## src/rtl/exc_pkg.sv

```systemverilog
package exc_pkg;
  localparam int NSRC    = 12;
  localparam int IDX_W   = $clog2(NSRC);
  localparam int VEC_W   = 8;
  localparam int ADDR_W  = 32;
  localparam int LVL_W   = 3;
  localparam int TRAP_W  = 4;
  localparam logic [LVL_W-1:0] LVL_MAX = '1;

  // source index = priority rank, 0 highest
  localparam int SRC_RST   = 0;
  localparam int SRC_BUS   = 1;
  localparam int SRC_TRACE = 2;
  localparam int SRC_IRQ   = 3;
  localparam int SRC_ILL   = 4;
  localparam int SRC_LINEA = 5;
  localparam int SRC_LINEF = 6;
  localparam int SRC_PRIV  = 7;
  localparam int SRC_DIVZ  = 8;
  localparam int SRC_BOUND = 9;
  localparam int SRC_OVF   = 10;
  localparam int SRC_TRAP  = 11;

  localparam logic [VEC_W-1:0] VEC_IRQ_BASE  = 8'd24;
  localparam logic [VEC_W-1:0] VEC_TRAP_BASE = 8'd32;

  function automatic logic [VEC_W-1:0] vec_of(input logic [IDX_W-1:0] idx,
                                              input logic [LVL_W-1:0] lvl,
                                              input logic [TRAP_W-1:0] tnum);
    case (int'(idx))
      SRC_RST:   vec_of = 8'd0;
      SRC_BUS:   vec_of = 8'd2;
      SRC_TRACE: vec_of = 8'd9;
      SRC_IRQ:   vec_of = VEC_IRQ_BASE + VEC_W'(lvl);
      SRC_ILL:   vec_of = 8'd4;
      SRC_LINEA: vec_of = 8'd10;
      SRC_LINEF: vec_of = 8'd11;
      SRC_PRIV:  vec_of = 8'd8;
      SRC_DIVZ:  vec_of = 8'd5;
      SRC_BOUND: vec_of = 8'd6;
      SRC_OVF:   vec_of = 8'd7;
      default:   vec_of = VEC_TRAP_BASE + VEC_W'(tnum);
    endcase
  endfunction
endpackage

```

## src/rtl/exc_pending.sv

```systemverilog
module exc_pending
  import exc_pkg::*;
#(
  parameter int N = NSRC,
  parameter logic [N-1:0] KEEP_ON_FLUSH = '0
) (
  input  logic         clk_i,
  input  logic         rst_ni,
  input  logic [N-1:0] set_i,
  input  logic [N-1:0] clr_i,
  input  logic         flush_i,
  output logic [N-1:0] pend_o
);
  logic [N-1:0] pend_q;

  for (genvar i = 0; i < N; i++) begin : g_bit
    always_ff @(posedge clk_i or negedge rst_ni) begin
      if (!rst_ni)                          pend_q[i] <= 1'b0;
      else if (flush_i && !KEEP_ON_FLUSH[i]) pend_q[i] <= 1'b0;
      else                                  pend_q[i] <= (pend_q[i] & ~clr_i[i]) | set_i[i];
    end
  end

  assign pend_o = pend_q;
endmodule

```

## src/rtl/exc_irq_gate.sv

```systemverilog
module exc_irq_gate
  import exc_pkg::*;
(
  input  logic             clk_i,
  input  logic             rst_ni,
  input  logic [LVL_W-1:0] irq_level_i,
  input  logic [LVL_W-1:0] mask_i,
  input  logic             served_i,
  output logic             req_o,
  output logic [LVL_W-1:0] level_o
);
  logic [LVL_W-1:0] lvl_q, prev_q;
  logic             nmi_pend_q, nmi_edge, nmi_req, maskable;

  assign nmi_edge = (lvl_q == LVL_MAX) && (prev_q != LVL_MAX);
  assign nmi_req  = nmi_edge | nmi_pend_q;
  assign maskable = (lvl_q != '0) && (lvl_q != LVL_MAX) && (lvl_q > mask_i);
  assign req_o    = nmi_req | maskable;
  assign level_o  = nmi_req ? LVL_MAX : lvl_q;

  always_ff @(posedge clk_i or negedge rst_ni) begin
    if (!rst_ni) begin
      lvl_q      <= '0;
      prev_q     <= '0;
      nmi_pend_q <= 1'b0;
    end else begin
      lvl_q      <= irq_level_i;
      prev_q     <= lvl_q;
      nmi_pend_q <= nmi_req & ~served_i;
    end
  end
endmodule

```

## src/rtl/exc_prio_sel.sv

```systemverilog
module exc_prio_sel
  import exc_pkg::*;
#(
  parameter int N = NSRC,
  localparam int IW = $clog2(N)
) (
  input  logic [N-1:0]  req_i,
  output logic [N-1:0]  grant_o,
  output logic [IW-1:0] idx_o,
  output logic          valid_o
);
  always_comb begin
    grant_o = '0;
    idx_o   = '0;
    valid_o = 1'b0;
    for (int i = 0; i < N; i++) begin
      if (req_i[i] && !valid_o) begin
        grant_o[i] = 1'b1;
        idx_o      = IW'(i);
        valid_o    = 1'b1;
      end
    end
  end
endmodule

```

## src/rtl/exc_vector_unit.sv

```systemverilog
module exc_vector_unit
  import exc_pkg::*;
(
  input  logic              clk_i,
  input  logic              rst_ni,
  input  logic              reset_req_i,
  input  logic              bus_err_i,
  input  logic [LVL_W-1:0]  irq_level_i,
  input  logic [LVL_W-1:0]  sr_mask_i,
  input  logic              sr_trace_i,
  input  logic              instr_done_i,
  input  logic              illegal_i,
  input  logic              line_a_i,
  input  logic              line_f_i,
  input  logic              priv_i,
  input  logic              div_zero_i,
  input  logic              bound_i,
  input  logic              ovf_trap_i,
  input  logic              trap_i,
  input  logic [TRAP_W-1:0] trap_num_i,
  output logic              take_o,
  output logic [VEC_W-1:0]  vec_num_o,
  output logic [ADDR_W-1:0] vec_addr_o,
  output logic              ack_o,
  output logic [LVL_W-1:0]  ack_level_o
);
  localparam logic [NSRC-1:0] KEEP_RST = NSRC'(1) << SRC_RST;

  logic [NSRC-1:0]   set_vec, pend, req_all, grant;
  logic [IDX_W-1:0]  win_idx;
  logic              win_valid, irq_req;
  logic [LVL_W-1:0]  irq_lvl;
  logic [TRAP_W-1:0] trap_num_q;
  logic              take_q, ack_q;
  logic [VEC_W-1:0]  vec_q;
  logic [LVL_W-1:0]  ack_lvl_q;

  always_comb begin
    set_vec            = '0;
    set_vec[SRC_RST]   = reset_req_i;
    set_vec[SRC_BUS]   = bus_err_i;
    set_vec[SRC_TRACE] = instr_done_i & sr_trace_i;
    set_vec[SRC_ILL]   = illegal_i;
    set_vec[SRC_LINEA] = line_a_i;
    set_vec[SRC_LINEF] = line_f_i;
    set_vec[SRC_PRIV]  = priv_i;
    set_vec[SRC_DIVZ]  = div_zero_i;
    set_vec[SRC_BOUND] = bound_i;
    set_vec[SRC_OVF]   = ovf_trap_i;
    set_vec[SRC_TRAP]  = trap_i;
  end

  exc_pending #(.N(NSRC), .KEEP_ON_FLUSH(KEEP_RST)) u_pend (
    .clk_i, .rst_ni,
    .set_i  (set_vec),
    .clr_i  (grant),
    .flush_i(reset_req_i),
    .pend_o (pend)
  );

  exc_irq_gate u_irq (
    .clk_i, .rst_ni,
    .irq_level_i,
    .mask_i  (sr_mask_i),
    .served_i(grant[SRC_IRQ]),
    .req_o   (irq_req),
    .level_o (irq_lvl)
  );

  always_comb begin
    req_all          = pend;
    req_all[SRC_IRQ] = irq_req;
  end

  exc_prio_sel #(.N(NSRC)) u_sel (
    .req_i  (req_all),
    .grant_o(grant),
    .idx_o  (win_idx),
    .valid_o(win_valid)
  );

  always_ff @(posedge clk_i or negedge rst_ni) begin
    if (!rst_ni)     trap_num_q <= '0;
    else if (trap_i) trap_num_q <= trap_num_i;
  end

  always_ff @(posedge clk_i or negedge rst_ni) begin
    if (!rst_ni) begin
      take_q    <= 1'b0;
      ack_q     <= 1'b0;
      vec_q     <= '0;
      ack_lvl_q <= '0;
    end else begin
      take_q <= win_valid;
      ack_q  <= grant[SRC_IRQ];
      if (win_valid)      vec_q     <= vec_of(win_idx, irq_lvl, trap_num_q);
      if (grant[SRC_IRQ]) ack_lvl_q <= irq_lvl;
    end
  end

  assign take_o      = take_q;
  assign ack_o       = ack_q;
  assign vec_num_o   = vec_q;
  assign vec_addr_o  = {{(ADDR_W-VEC_W-2){1'b0}}, vec_q, 2'b00};
  assign ack_level_o = ack_lvl_q;
endmodule

```

## config.mk

```make
export PLATFORM = sky130hd
export DESIGN_NAME = exc_vector_unit
export DESIGN_NICKNAME = d
export VERILOG_FILES = /design/src/rtl/exc_pkg.sv /design/src/rtl/exc_pending.sv /design/src/rtl/exc_irq_gate.sv /design/src/rtl/exc_prio_sel.sv /design/src/rtl/exc_vector_unit.sv
export SDC_FILE = /design/constraint.sdc
export NUM_CORES = 1
export LEC_CHECK = 0
export BUFFER_PORTS_ARGS = -buffer_cell sky130_fd_sc_hd__buf_2
export CORE_MARGIN = 10
export CORE_UTILIZATION = 52
export DETAILED_ROUTE_END_ITERATION = 8
export PLACE_DENSITY = 0.86
export SYNTH_ARGS = -nofsm -noshare
export SYNTH_HDL_FRONTEND = slang
export SYNTH_SLANG_ARGS = --single-unit
export TNS_END_PERCENT = 100
```

## constraint.sdc

```tcl
create_clock -name clk_i -period 3.2 [get_ports clk_i]
set_input_delay 0.96 -clock clk_i [delete_from_list [all_inputs] [get_ports clk_i]]
set_output_delay 0.96 -clock clk_i [all_outputs]
set_load 0.005 [all_outputs]
```

-- Word level (Yosys, flattened, before mapping)
Cells that the tools add are included.
- eq/ne operators: 13
- mux-type cells: 46
- magnitude comparators: 1
- bitwise operators: 38
- $add $sub $neg: 2
- reduce and logical (&&, ||, !) cells: 27
- operators with widths (cell ; count):
    $pmux 7 s11 ; 1
    $mux 1 ; 34
    $eq 4x3->1 const B ; 4
    $mux 4 ; 4
    $mux 3 ; 5
    $logic_and 1x1->1 ; 14
    $and 1x1->1 ; 13
    $or 1x1->1 ; 13
    $eq 4x4->1 const B ; 3
    $not 1->1 ; 12
    $logic_not 1->1 ; 11
    $eq 4x2->1 const B ; 2
    $add 6x4->7 const A ; 1
    $add 5x3->6 const A ; 1
    $ne 3x3->1 const B ; 2
    $eq 4x1->1 const B ; 1
    $logic_not 4->1 ; 1
    $mux 2 ; 2
    $eq 3x3->1 const B ; 1
    $gt 3x3->1 ; 1
    $reduce_bool 3->1 ; 1
- input port bits: 24
- register bits after elaboration: 35
- output and inout bits: 45

-- Longest topological paths before layout
- word-level depth: 38
- depth in mapped cells: 8

-- Cells and area by module
Synthesis repeated with hierarchy kept, for this count alone.
- cell total of the unflattened synthesis: 201
- area total of the unflattened synthesis: 1963.1 µm²
- modules (own cells, without submodules) (module ; times used ; cells each ; area each (µm²)):
    exc_vector_unit ; 1 ; 92 ; 919.6
    exc_pending ; 1 ; 48 ; 525.5
    exc_irq_gate ; 1 ; 27 ; 299.0
    exc_prio_sel ; 1 ; 34 ; 219.0

-- Least setup slack after synthesis
No wires, ideal clock.
- path kind: input to register
- from: input sr_mask_i[2]
- to: register vec_q[1] (netlist: vec_num_o[1])
- data arrival time: 2.524 ns
- library setup time: 0.127 ns
- data required time: 3.073 ns
- stages: 8
- buffers on the path: 0
- path slack: 0.550 ns
- cell sequence: inv_1 ha_1 a21oi_1 and2_1 o21ai_2 a222oi_1 a2bb2oi_1 nand3_1
- word-level cells in the longest chain between the ends: 31
- elaborated cells on any way between the ends: 50
- ends and longest elaborated chain (element ; RTL line ; RTL):
    start: declaration ; exc_vector_unit.sv:9 ; input logic [LVL_W-1:0] sr_mask_i,
    $gt 3x3->1 * ; exc_irq_gate.sv:17 ; assign maskable = (lvl_q != '0) && (lvl_q != LVL_MAX) && (lvl_q > mask_i);
    $logic_and 1x1->1 * ; exc_irq_gate.sv:17 ;
    $or 1x1->1 * ; exc_irq_gate.sv:18 ; assign req_o = nmi_req | maskable;
    $logic_and 1x1->1 * ; exc_prio_sel.sv:17 ; if (req_i[i] && !valid_o) begin
    $mux 1 ; exc_prio_sel.sv:17 ;
    $logic_not 1->1 ; exc_prio_sel.sv:17 ;
    $logic_and 1x1->1 ; exc_prio_sel.sv:17 ;
    $mux 1 ; exc_prio_sel.sv:17 ;
    [... 15 more ...] ; n/a ;
    $logic_not 1->1 ; exc_prio_sel.sv:17 ;
    $logic_and 1x1->1 ; exc_prio_sel.sv:17 ;
    $mux 1 ; exc_prio_sel.sv:17 ;
    $logic_not 1->1 ; exc_prio_sel.sv:17 ;
    $logic_and 1x1->1 ; exc_prio_sel.sv:17 ;
    $mux 4 ; exc_prio_sel.sv:17 ;
    $eq 4x4->1 (tied with other cells) ; exc_pkg.sv:30 ; case (int'(idx))
    $pmux 7 s11 ; exc_pkg.sv:30 ;
    end signal: assignment ; exc_vector_unit.sv:96 ; if (win_valid) vec_q <= vec_of(win_idx, irq_lvl, trap_num_q);
    end: declaration ; exc_vector_unit.sv:35 ; logic [VEC_W-1:0] vec_q;
Every way passes the cells marked *; elsewhere a longest branch is shown, timed or not.
A chain may end at the register's enable or synchronous reset.

-- Worst setup path in the final report
Ends and elaborated chain as after synthesis.

==> metrics.txt <==
Post-Layout Cell Count=269; Die Wd=78.7 um; hold path endpoint=u_irq.prev_q[1]; Core ar.=3340 sq um; Max FO, Critical Path=5; Remaining Overflow, GRT=0; Crit Path Class=input port to flip-flop; Cells after Synth=184; cts-stage hold buffer count=0; Initial Util=0.538; H-tree Lvls=2; R2R Path End=vec_num_o[1]; via count=1308; Setup Buffers After CTS=0; # resized after CTS=0; cell area after layout=1950 sq um; FP Rows=21; Starting DRT DRC Count=70; fin util=0.583; Yosys Warn Count=0; Max-Cap Viols=0; vias in the first global route=1376; initial antenna violation count=0; DR WL/cell=13.8 um; Diodes inserted=0; top cells by area, synth=dfrtp_1 46%, buf_4 14%, a21oi_1 4.5%; CP Data Required Time=3430 ps; fraction of layout cells with a size suffix above 1=0.269; Worst Skew=4.51 ps; Root Buffer=clkbuf_4; dpl hpwl=2950 um; Hold Path Class=flip-flop to flip-flop; global-route wire length before repair=6220 um; final count of hold timing violations=0; Reg2Reg Setup Slack=880 ps; DR pass1 iterations=5; FF+latch count, synth=33; hold depth=0; Top Ports=69; number of flops mapped to enable cells by yosys=0; gpl congestion=0.955; placed cell count=261; post-synth cell types=44; Final min period=2590 ps; final setup fails=0; P_leak=0.996 nW; clk sink count=33; share of async-settable or async-resettable flops after synthesis=1.00; Longest Clk Path Bufs=2; Power Density=476 nW/um^2; number of CTS-inserted buffers=5; Peak Freq=386 MHz; via/cell ratio=4.86; Setup TNS Final=0 ps; fin nets=249; RSZ-0062 raised after global routing=no; Top FF cell, synth=dfrtp_1; IO buf count=40; routed wire length=3710 um; pin count of the biggest net entering global routing=34; Post-DP Area=1890 sq um; R2R depth=7; worst skew pair latency=340 ps; CP Launch Type=input port; Global Route Usage Sum=0.123; Commonest cells post-synth=34 x buf_4, 33 x dfrtp_1, 17 x nor2_1; DRT antenna net count=0; most frequent cell after synthesis=buf_4; Tcrit/Tclk final=0.809; Layout area overhead=8.44%; Seq/Total Area, Yosys=0.460; synthesized area=1790 sq um; TritonCTS clock tree=done; Pins Over Slew Limit=0; share of the synthesized area in the top cell type=0.460; origin of the worst min-delay path=u_irq.lvl_q[1]; CP arrival=2820 ps; relative slew slack=0.533; status=completed; cell taking the most area after synthesis=dfrtp_1; Worst Tran Pin Value=701 ps; clock-pin transition on the worst setup and hold timing paths=100 ps; # DRC=0; RR Startpoint=u_irq.lvl_q[2]; die area=6200 sq um; Die Y=78.7 um; crit end category=flip-flop; Peak supply drop=0.240 mV; Syn Area/Cell=9.75 sq um
[critical path: stages]
cell and delay (ps):
buf_2 70, inv_1 30, ha_1 330, a21oi_1 170
and2_1 290, o21ai_2 90, a222oi_1 580, a2bb2oi_1 210
nand3_1 80
[flip-flops by register name, summed over array words and instances, names as in the netlist]
register          count
ack_level_o           3
ack_o                 1
take_o                1
trap_num_q            4
u_irq.lvl_q           3
u_irq.nmi_pend_q      1
u_irq.prev_q          3
u_pend.pend_o        11
vec_num_o             6
[worst max-delay path by stage]
| stage | end | cells past startpoint | start |
|---|---|---|---|
| floorplan | vec_num_o[1] | 8 | sr_mask_i[2] |
| global placement | vec_num_o[1] | 9 | sr_mask_i[2] |
| detailed placement | vec_num_o[1] | 9 | sr_mask_i[2] |
| CTS | vec_num_o[1] | 9 | sr_mask_i[2] |
| global route | vec_num_o[1] | 9 | sr_mask_i[2] |
| finish | vec_num_o[1] | 9 | sr_mask_i[2] |
[power breakdown]
part / internal [mW] / leakage, nW / switching [mW]
logic: 0.0891 / 0.560 / 0.109
clock network: 0.0827 / 0.0310 / 0.146
registers: 0.462 / 0.405 / 0.0375
total: 0.634 / 0.996 / 0.293
[logic make-up (layout without fill, tap and decap cells)]
family	count (synthesis)	after routing	synth area share
other	1	28	0.00209
adder cells (fa/ha/maj)	3	3	0.0209
AO/OA/AOI/OAI	48	48	0.192
flip-flops	33	33	0.460
AND/OR/NAND/NOR	46	46	0.128
XOR/XNOR	1	1	0.00488
buffers and inverters	49	61	0.174
multiplexers	3	3	0.0188
[layer usage]
| layer | track usage | wire length (um) | vias to the layer above |
|---|---|---|---|
| met3 | 0.0664 | 370 | 9 |
| met4 | 0.0538 | 87 | 0 |
| met5 | 0 | 0 | - |
| met2 | 0.192 | 1770 | 56 |
| met1 | 0.137 | 1490 | 596 |
| li1 | - | - | 647 |
[area by class of cell]
cell class | count | area, sq um
Clock inverter | 3 | 17.5
Clock buffer | 5 | 37.5
Multi-Input combinational cell | 129 | 758
Inverter | 13 | 48.8
Sequential cell | 33 | 826
Tap cell | 46 | 57.6
Fill cell | 307 | 1390
Timing Repair Buffer | 40 | 200
[stage by stage]
| step | setup WS (ps) | hold slack [ps] | total power [mW] |
|---|---|---|---|
| after floorplan | 550 | 410 | 0.658 |
| after global placement | 361 | 456 | 0.699 |
| after detailed placement | 273 | 456 | 0.708 |
| after CTS | 638 | 482 | 0.932 |
| after global routing | 469 | 495 | 0.990 |
| final | 612 | 479 | 0.926 |
[cells in the final DEF (no fill, tap or decap), drive strengths merged, types with 2 or more instances in the layout]
| cell | instances |
|---|---|
| nor2 | 18 |
| clkinv | 2 |
| a21oi | 17 |
| conb | 28 |
| nand3 | 3 |
| nand2 | 13 |
| mux2 | 3 |
| o21ai | 10 |
| a2bb2oi | 3 |
| buf | 40 |
| clkbuf | 5 |
| nor3 | 3 |
| or3 | 2 |
| and3 | 2 |
| dfrtp | 33 |
| o211ai | 3 |
| ha | 3 |
| inv | 13 |
| a21o | 2 |
No activity file was read; power rests on OpenSTA's default activity.
